[src/rtl/fwr_pkg.sv]
package fwr_pkg;

  typedef struct packed {
    logic [7:0]  opcode;
    logic [2:0]  frame;
    logic [1:0]  field;
    logic [2:0]  dummy;
    logic [15:0] low;
  } tmpl_t;

  typedef enum logic [1:0] {
    LANE_X1 = 2'd0,
    LANE_X2 = 2'd1,
    LANE_X4 = 2'd2
  } lane_e;

  function automatic int lane_shift(lane_e l);
    case (l)
      LANE_X2: return 1;
      LANE_X4: return 2;
      default: return 0;
    endcase
  endfunction

endpackage

[src/rtl/fwr_cfg_reg.sv]
module fwr_cfg_reg
  import fwr_pkg::*;
(
  input  logic        clk,
  input  logic        rst_n,
  input  logic        soft_rst,
  input  logic        cfg_wr,
  input  logic [31:0] cfg_word,
  output logic        armed,
  output logic [7:0]  opcode,
  output logic [2:0]  abytes,
  output logic [2:0]  dbytes,
  output logic        wide
);
  tmpl_t w;
  logic  legal;
  logic  unused_low;

  assign w          = tmpl_t'(cfg_word);
  assign unused_low = ^w.low;
  assign legal      = (w.frame >= 3'd2) && (w.frame <= 3'd5) && (w.field <= 2'd1);

  always_ff @(posedge clk or negedge rst_n) begin
    if (!rst_n) begin
      armed  <= 1'b0;
      opcode <= '0;
      abytes <= 3'd1;
      dbytes <= '0;
      wide   <= 1'b0;
    end else if (soft_rst) begin
      armed <= 1'b0;
    end else if (cfg_wr && !armed && legal) begin
      armed  <= 1'b1;
      opcode <= w.opcode;
      abytes <= w.frame - 3'd1;
      dbytes <= w.dummy;
      wide   <= w.field[0];
    end
  end
endmodule

[src/rtl/fwr_frame_seq.sv]
module fwr_frame_seq
  import fwr_pkg::*;
#(
  parameter int OFF_W  = 32,
  parameter int DATA_W = 32
) (
  input  logic             clk,
  input  logic             rst_n,
  input  logic             abort,
  input  logic             start,
  input  logic [7:0]       opcode,
  input  logic [2:0]       abytes,
  input  logic [2:0]       dbytes,
  input  lane_e            lanes,
  input  logic [OFF_W-1:0] offset,
  output lane_e            lanes_q,
  output logic             idle,
  output logic             done,
  output logic             sample,
  output logic             sck,
  output logic             cs_n,
  output logic [3:0]       io_out,
  output logic [3:0]       io_oe
);
  localparam int HDR_W   = 8 + 32;
  localparam int MAX_CLK = 8 + 32 + 56 + DATA_W;
  localparam int CNT_W   = $clog2(MAX_CLK + 1);

  typedef enum logic [1:0] {S_IDLE, S_LOW, S_HIGH, S_END} st_e;

  st_e              st_q;
  logic [CNT_W-1:0] cnt_q, hdr_len_q, last_q;
  logic [CNT_W-1:0] hdr_len_d, data_len_d;
  logic [HDR_W-1:0] hdr_q;
  logic [31:0]      off32, aligned;
  logic             active, in_hdr;

  always_comb begin
    off32 = 32'(offset);
    case (abytes)
      3'd1:    aligned = {off32[7:0], 24'h0};
      3'd2:    aligned = {off32[15:0], 16'h0};
      3'd3:    aligned = {off32[23:0], 8'h0};
      default: aligned = off32;
    endcase
    hdr_len_d  = CNT_W'(32'd8 + 32'(abytes) * 32'd8 + 32'(dbytes) * 32'd8);
    data_len_d = CNT_W'(DATA_W >> lane_shift(lanes));
  end

  always_ff @(posedge clk or negedge rst_n) begin
    if (!rst_n) begin
      st_q      <= S_IDLE;
      cnt_q     <= '0;
      hdr_len_q <= '0;
      last_q    <= '0;
      hdr_q     <= '0;
      lanes_q   <= LANE_X1;
    end else if (abort) begin
      st_q <= S_IDLE;
    end else begin
      case (st_q)
        S_IDLE: if (start) begin
          st_q      <= S_LOW;
          cnt_q     <= '0;
          hdr_len_q <= hdr_len_d;
          last_q    <= hdr_len_d + data_len_d - CNT_W'(1);
          hdr_q     <= {opcode, aligned};
          lanes_q   <= lanes;
        end
        S_LOW: st_q <= S_HIGH;
        S_HIGH: begin
          if (cnt_q == last_q) begin
            st_q <= S_END;
          end else begin
            cnt_q <= cnt_q + CNT_W'(1);
            hdr_q <= {hdr_q[HDR_W-2:0], 1'b0};
            st_q  <= S_LOW;
          end
        end
        default: st_q <= S_IDLE;
      endcase
    end
  end

  assign active = (st_q == S_LOW) || (st_q == S_HIGH);
  assign in_hdr = cnt_q < hdr_len_q;
  assign idle   = (st_q == S_IDLE);
  assign done   = (st_q == S_END);
  assign sck    = (st_q == S_HIGH);
  assign cs_n   = !active;
  assign sample = (st_q == S_LOW) && !in_hdr;
  assign io_oe  = (active && in_hdr) ? 4'b0001 : 4'b0000;
  assign io_out = {3'b000, hdr_q[HDR_W-1] & active & in_hdr};
endmodule

[src/rtl/fwr_rx_assemble.sv]
module fwr_rx_assemble
  import fwr_pkg::*;
#(
  parameter int DATA_W = 32
) (
  input  logic              clk,
  input  logic              rst_n,
  input  logic              clr,
  input  logic              sample,
  input  lane_e             lanes,
  input  logic [3:0]        io_in,
  output logic [DATA_W-1:0] word
);
  localparam int NB = DATA_W / 8;

  logic [DATA_W-1:0] acc_q;

  always_ff @(posedge clk or negedge rst_n) begin
    if (!rst_n) begin
      acc_q <= '0;
    end else if (clr) begin
      acc_q <= '0;
    end else if (sample) begin
      case (lanes)
        LANE_X2: acc_q <= {acc_q[DATA_W-3:0], io_in[1:0]};
        LANE_X4: acc_q <= {acc_q[DATA_W-5:0], io_in};
        default: acc_q <= {acc_q[DATA_W-2:0], io_in[1]};
      endcase
    end
  end

  for (genvar g = 0; g < NB; g++) begin : g_swap
    assign word[8*g +: 8] = acc_q[DATA_W-8-8*g +: 8];
  end
endmodule

[src/rtl/flash_window_reader.sv]
module flash_window_reader
  import fwr_pkg::*;
#(
  parameter int OFF_W  = 32,
  parameter int DATA_W = 32
) (
  input  logic              clk,
  input  logic              rst_n,
  input  logic              soft_rst,
  input  logic              cfg_wr,
  input  logic [31:0]       cfg_word,
  input  logic              lane_dual,
  output logic              init_done,
  input  logic              req_valid,
  output logic              req_ready,
  input  logic [OFF_W-1:0]  req_addr,
  output logic              rsp_valid,
  input  logic              rsp_ready,
  output logic [DATA_W-1:0] rsp_data,
  output logic              sck,
  output logic              cs_n,
  output logic [3:0]        io_out,
  output logic [3:0]        io_oe,
  input  logic [3:0]        io_in
);
  logic              armed, wide, seq_idle, seq_done, sample, start;
  logic [7:0]        opcode;
  logic [2:0]        abytes, dbytes;
  lane_e             lanes_d, lanes_q;
  logic [DATA_W-1:0] word;

  fwr_cfg_reg u_cfg (
    .clk      (clk),
    .rst_n    (rst_n),
    .soft_rst (soft_rst),
    .cfg_wr   (cfg_wr),
    .cfg_word (cfg_word),
    .armed    (armed),
    .opcode   (opcode),
    .abytes   (abytes),
    .dbytes   (dbytes),
    .wide     (wide)
  );

  assign lanes_d   = !wide ? LANE_X1 : (lane_dual ? LANE_X2 : LANE_X4);
  assign init_done = armed;
  assign req_ready = armed && seq_idle && !rsp_valid;
  assign start     = req_valid && req_ready;

  fwr_frame_seq #(.OFF_W(OFF_W), .DATA_W(DATA_W)) u_seq (
    .clk     (clk),
    .rst_n   (rst_n),
    .abort   (soft_rst),
    .start   (start),
    .opcode  (opcode),
    .abytes  (abytes),
    .dbytes  (dbytes),
    .lanes   (lanes_d),
    .offset  (req_addr),
    .lanes_q (lanes_q),
    .idle    (seq_idle),
    .done    (seq_done),
    .sample  (sample),
    .sck     (sck),
    .cs_n    (cs_n),
    .io_out  (io_out),
    .io_oe   (io_oe)
  );

  fwr_rx_assemble #(.DATA_W(DATA_W)) u_asm (
    .clk    (clk),
    .rst_n  (rst_n),
    .clr    (start),
    .sample (sample),
    .lanes  (lanes_q),
    .io_in  (io_in),
    .word   (word)
  );

  always_ff @(posedge clk or negedge rst_n) begin
    if (!rst_n) begin
      rsp_valid <= 1'b0;
      rsp_data  <= '0;
    end else if (soft_rst) begin
      rsp_valid <= 1'b0;
    end else if (seq_done) begin
      rsp_valid <= 1'b1;
      rsp_data  <= word;
    end else if (rsp_valid && rsp_ready) begin
      rsp_valid <= 1'b0;
    end
  end
endmodule

[config.mk]
export PLATFORM = sky130hd
export DESIGN_NAME = flash_window_reader
export DESIGN_NICKNAME = d
export VERILOG_FILES = /design/src/rtl/fwr_pkg.sv /design/src/rtl/fwr_cfg_reg.sv /design/src/rtl/fwr_frame_seq.sv /design/src/rtl/fwr_rx_assemble.sv /design/src/rtl/flash_window_reader.sv
export SDC_FILE = /design/constraint.sdc
export NUM_CORES = 1
export LEC_CHECK = 0
export BUFFER_PORTS_ARGS = -buffer_cell sky130_fd_sc_hd__buf_2
export CORE_ASPECT_RATIO = 1.4
export CORE_UTILIZATION = 45
export DETAILED_ROUTE_END_ITERATION = 16
export PLACE_DENSITY = 0.65
export SLEW_MARGIN = 20
export SYNTH_ARGS = -nofsm -noshare
export SYNTH_HDL_FRONTEND = slang
export SYNTH_SLANG_ARGS = --single-unit
[constraint.sdc]
create_clock -name clk -period 3.6 [get_ports clk]
set_input_delay 0.72 -clock clk [delete_from_list [all_inputs] [get_ports clk]]
set_output_delay 0.72 -clock clk [all_outputs]
set_load 0.01 [all_outputs]
Word level (Yosys, flattened, before mapping)
Cells that the tools add are included.
- logic and storage cells: 89
- flip-flop bits (word level): 149
- bits of input ports: 75
- output and inout port bits: 45
- reduce and logical (&&, ||, !) cells: 24
- shift-type cells: 1
- bitwise operators: 3
- muxes and demuxes: 23
- $add $sub $neg: 6
- order comparisons: 4
- eq/ne operators: 14
- operator list (kind ; number):
    32-bit case mux with 3 select lines ; 1
    40-bit 2-to-1 mux ; 2
    40-bit case mux with 2 select lines ; 1
    32-bit 2-to-1 mux ; 2
    32-bit case mux with 2 select lines ; 1
    8-bit 2-to-1 mux ; 2
    8-bit case mux with 2 select lines ; 1
    1-bit logical AND ; 10
    2-bit 2-to-1 mux ; 5
    8-bit by 1-bit adder with 8-bit output (second input constant) ; 1
    8-bit by 6-bit adder with 8-bit output ; 1
    8-bit adder ; 1
    2-bit == test (second input constant) ; 4
    8-bit == test ; 1
    8-bit < comparator ; 1
    6-bit by 2-bit right shift with 8-bit output (first input constant) ; 1
    8-bit by 1-bit subtractor with 8-bit output (second input constant) ; 1
    4-bit by 6-bit adder with 7-bit output (first input constant) ; 1
    2-bit by 1-bit == test with 1-bit output (second input constant) ; 3
    3-bit by 2-bit == test with 1-bit output (second input constant) ; 2
    1-bit 2-to-1 mux ; 6
    2-bit case mux with 3 select lines ; 1
    2-bit nonzero test ; 3
    1-bit zero test ; 4
    other kinds (17) ; 19

Longest topological paths before layout
- depth after elaboration: 7
- depth in mapped cells: 13

Modules after synthesis
A second synthesis with hierarchy kept.
- cells, all modules: 795
- area total of the unflattened synthesis: 8575.7 sq um
- modules (own cells, without submodules) (module ; area each (sq um) ; instances ; sequential area each (sq um) ; cells an instance):
    fwr_frame_seq ; 4295.4 ; 1 ; 1601.5 ; 485
    fwr_rx_assemble ; 2168.3 ; 1 ; 800.8 ; 190
    flash_window_reader ; 1426.4 ; 1 ; 825.8 ; 78
    fwr_cfg_reg ; 685.7 ; 1 ; 401.6 ; 42

Least setup slack after synthesis
Ideal clock, no wire load.
- kind: register to register
- start: reg u_cfg.abytes[0]
- end: reg u_seq.last_q[7]
- arrival time: 2946 ps
- path buffers: 0
- setup time: 124 ps
- cell stages (with the launch flop): 13
- period minus slack after synthesis: 3070 ps
- path slack: 530 ps
- path through: dfstp_2 -> inv_1 -> ha_1 -> inv_1 -> fa_1 -> inv_1 -> ha_1 -> fa_1 -> nor2b_1 -> o21ba_2 -> mux2i_1 -> xor2_1 -> o31a_1
- cells in the longest elaborated chain, start to end: 4
- ends and longest elaborated chain (element ; line ; text):
    from (decl) ; fwr_cfg_reg.sv:11 ; output logic [2:0] abytes,
    from (signal assigned) ; fwr_cfg_reg.sv:35 ; abytes <= w.frame - 3'd1;
    4-bit by 6-bit adder with 7-bit output ; fwr_frame_seq.sv:46 ; hdr_len_d = CNT_W'(32'd8 + 32'(abytes) * 32'd8 + 32'(dbytes) * 32'd8);
    8-bit by 6-bit adder with 8-bit output ; fwr_frame_seq.sv:46 ;
    named net u_seq.hdr_len_d[4] ; fwr_frame_seq.sv:33 ; logic [CNT_W-1:0] hdr_len_d, data_len_d;
    8-bit adder ; fwr_frame_seq.sv:66 ; last_q <= hdr_len_d + data_len_d - CNT_W'(1);
    8-bit by 1-bit subtractor with 8-bit output ; fwr_frame_seq.sv:66 ;
    to (signal assigned) ; fwr_frame_seq.sv:66 ;
    to (decl) ; fwr_frame_seq.sv:32 ; logic [CNT_W-1:0] cnt_q, hdr_len_q, last_q;
The timed path passes the listed nets, and every way through them passes these cells.
A chain may end at the register's enable or synchronous reset.

Final worst setup path
Same ends and word-level chain as after synthesis.

==> metrics.csv <==
metric;value;unit
status;finished clean;
WP data required;3910;ps
Worst VDD drop;0.329;mV
Slew Limit Headroom;36.9;%
Post-Syn Area;0.00792;mm2
Synth area leaders;dfrtp_1 45%, nand2_1 8.0%, mux2_2 6.3%, o21ai_0 6.2%, mux2i_1 5.8%;
Max H-tree Level;4;
pin count of the biggest net entering global routing;71;
class of the worst hold path;primary input to asynchronous set/reset pin;
HPWL Detailed;12.2;mm
Synth async-reset ratio;100;%
Reg clk slew, reported paths;60;ps
number of routed nets with antenna violations;0;
DRT Pass-1 Iters;9;
setup TNS;0;ps
Via-to-Cell Ratio;5.38;
n_diodes;0;
Yosys top cell area share;45.5;%
Fmax;306;MHz
RR Startpoint;u_cfg.abytes[0]$_DFFE_PN1P_;
drt initial violations;542;
commonest non-fill, non-tap cell in the layout;nand2_1;
Initial Util;45.9;%
CP arrival;3580;ps
PD cells;710;mW/mm2
CP Max Fanout;4;
postcts setup bufs;0;
Reg-to-Reg End;u_seq.last_q[7]$_DFFE_PN0P_;
WL final;17.9;mm
final hold vios;0;
fin util;53.2;%
IO Pins;120;
final setup vio count;0;
layout cells sized above 1;21.8;%
final-report max-slew violation count;0;
Ys Warns;0;
unrepaired setup endpoints after global routing;no;
Yosys top cell by area;dfrtp_1;
vias in the first global route;6338;
Congestion Overflow GR;0;
Core ar.;0.0173;mm2
GPL Wtd Cong;0.768;
Total GRT Usage;21.0;%
post-cts sizing count;0;
commonest cells after routing, fill and taps aside;168 x nand2_1, 144 x dfrtp_1, 98 x o21ai_0;
startpoint types;register;
first-pass GRT wire length;30.4;mm
max-cap viol count;0;
Post-CTS Hold Fix Bufs;0;
CTS Sinks;145;
DRC viols;0;
Main synth FF type;dfrtp_1;
EDFF count, synth;0;
Avg Cell Area, Syn;9.52;um2
P&R area growth vs syn;16.0;%
Crit Path Class;register to register;
DR vias;6223;
final cycle utilization of the critical path;90.8;%
Worst setup EP type;register;
Clock Skew;8.43;ps
Least-Margin Pin Slew;947;ps
clock latency on the worst-skew pair;420;ps
FF-to-FF path depth;12;
Rows;57;
Die Ht;159;um
fillers;1642;
Seq cells post-synth;145;
Die X;114;um
fin crit period;3270;ps
CTS tree;built;
Avg WL per Cell;15.5;um
initial antenna violation count;1;
maximum root-to-sink buffer count;2;
Leak;4.44;nW
post-synth cell types;51;
sequential share of the synthesized area;45.8;%
# port buffers;97;
die area;0.0181;mm2
CTS Root Cell;clkbuf_16;
Num CTS Buffers;17;
Syn Inst Count;832;
reg2reg setup slack;330;ps
fin nets;1012;
cell usage after synthesis, types with 5 or more instances:
master / count
a21oi_1: 52
a221oi_1: 9
a222oi_1: 7
a22o_1: 5
a22oi_1: 32
and3_1: 9
buf_2: 11
buf_4: 7
clkbuf_1: 38
dfrtp_1: 144
ha_1: 27
inv_1: 27
mux2_2: 44
mux2i_1: 46
nand2_1: 168
nand2b_1: 9
nand3_1: 11
nor2_1: 13
nor3_1: 9
o21ai_0: 98
xnor2_1: 11
layout make-up:
class	instances	area [um2]	share of cell area, %
clock buffer	24	482	5.24
tap	236	295	3.21
clock inverter	8	128	1.39
sequential	145	3630	39.5
timing repair buffer	115	647	7.04
inverter	27	101	1.10
multi-input combinational	602	3900	42.5
through the flow:
step	power (W)	setup WS [ps]	hold WS, ps	instances	instance area (um2)
after floorplan	0.00410	530	424	838	7940
after CTS	0.00658	333	314	1157	9180
final	0.00652	329	293	1157	9190
after detailed placement	0.00474	344	470	1125	8570
after global routing	0.00698	197	337	1157	9190
after global placement	0.00466	409	462	1124	8560
worst max-delay path by stage:
| stage | startpoint | endpoint | slack, ps | cells past startpoint |
|---|---|---|---|---|
| global route | u_cfg.abytes[0]$_DFFE_PN1P_ | u_seq.last_q[7]$_DFFE_PN0P_ | 200 | 12 |
| global placement | u_cfg.abytes[0]$_DFFE_PN1P_ | u_seq.last_q[7]$_DFFE_PN0P_ | 410 | 12 |
| CTS | u_cfg.abytes[0]$_DFFE_PN1P_ | u_seq.last_q[7]$_DFFE_PN0P_ | 330 | 12 |
| floorplan | u_cfg.abytes[0]$_DFFE_PN1P_ | u_seq.last_q[7]$_DFFE_PN0P_ | 530 | 12 |
| finish | u_cfg.abytes[0]$_DFFE_PN1P_ | u_seq.last_q[7]$_DFFE_PN0P_ | 330 | 12 |
| detailed placement | u_cfg.abytes[0]$_DFFE_PN1P_ | u_seq.last_q[7]$_DFFE_PN0P_ | 340 | 12 |
power by group:
group | internal [W] | switching, W | total, W | leakage [nW]
clock network | 0.00115 | 0.000669 | 0.00182 | 0.291
logic | 0.000980 | 0.00143 | 0.00241 | 2.23
registers | 0.00202 | 0.000273 | 0.00229 | 1.92
total | 0.00415 | 0.00237 | 0.00652 | 4.44
layer usage:
layer	wire [um]	vias up	global-route usage [%]
li1	-	3058	-
met1	7940	2992	25.9
met2	8860	153	35.6
met3	900	20	5.06
met4	245	0	7.02
met5	0	-	0
registers in the layout (all words and copies together), names as in the netlist:
signal	count
u_seq.last_q	7
u_asm.acc_q	32
rsp_data	32
u_seq.hdr_len_q	5
u_cfg.opcode	8
u_seq.st_q	2
u_cfg.dbytes	3
u_seq.cnt_q	8
u_cfg.abytes	3
u_seq.lanes_q	2
u_cfg.wide	1
u_seq.hdr_q	40
u_cfg.armed	1
rsp_valid	1
worst max-delay path, stage by stage, from the launching register on:
cell and delay (ps):
dfstp_2 560, inv_1 70, ha_1 270, inv_1 60, fa_1 550, inv_1 60
ha_1 310, fa_1 470, nor2b_1 180, o21ba_2 160, mux2i_1 80, xor2_1 160
o31a_1 230
cell families (layout without fill, tap and decap cells):
family	after synthesis	after routing	share of synthesized area [%]
AO/OA/AOI/OAI	223	223	17.3
buffers and inverters	91	174	5.34
AND/OR/NAND/NOR	239	239	13.0
XOR/XNOR	13	13	1.44
multiplexers	91	91	12.2
flip-flops	145	145	45.8
other	1	7	0.0473
adder cells (fa/ha/maj)	29	29	4.77
Note: power is estimated with default switching activity, not from simulation.
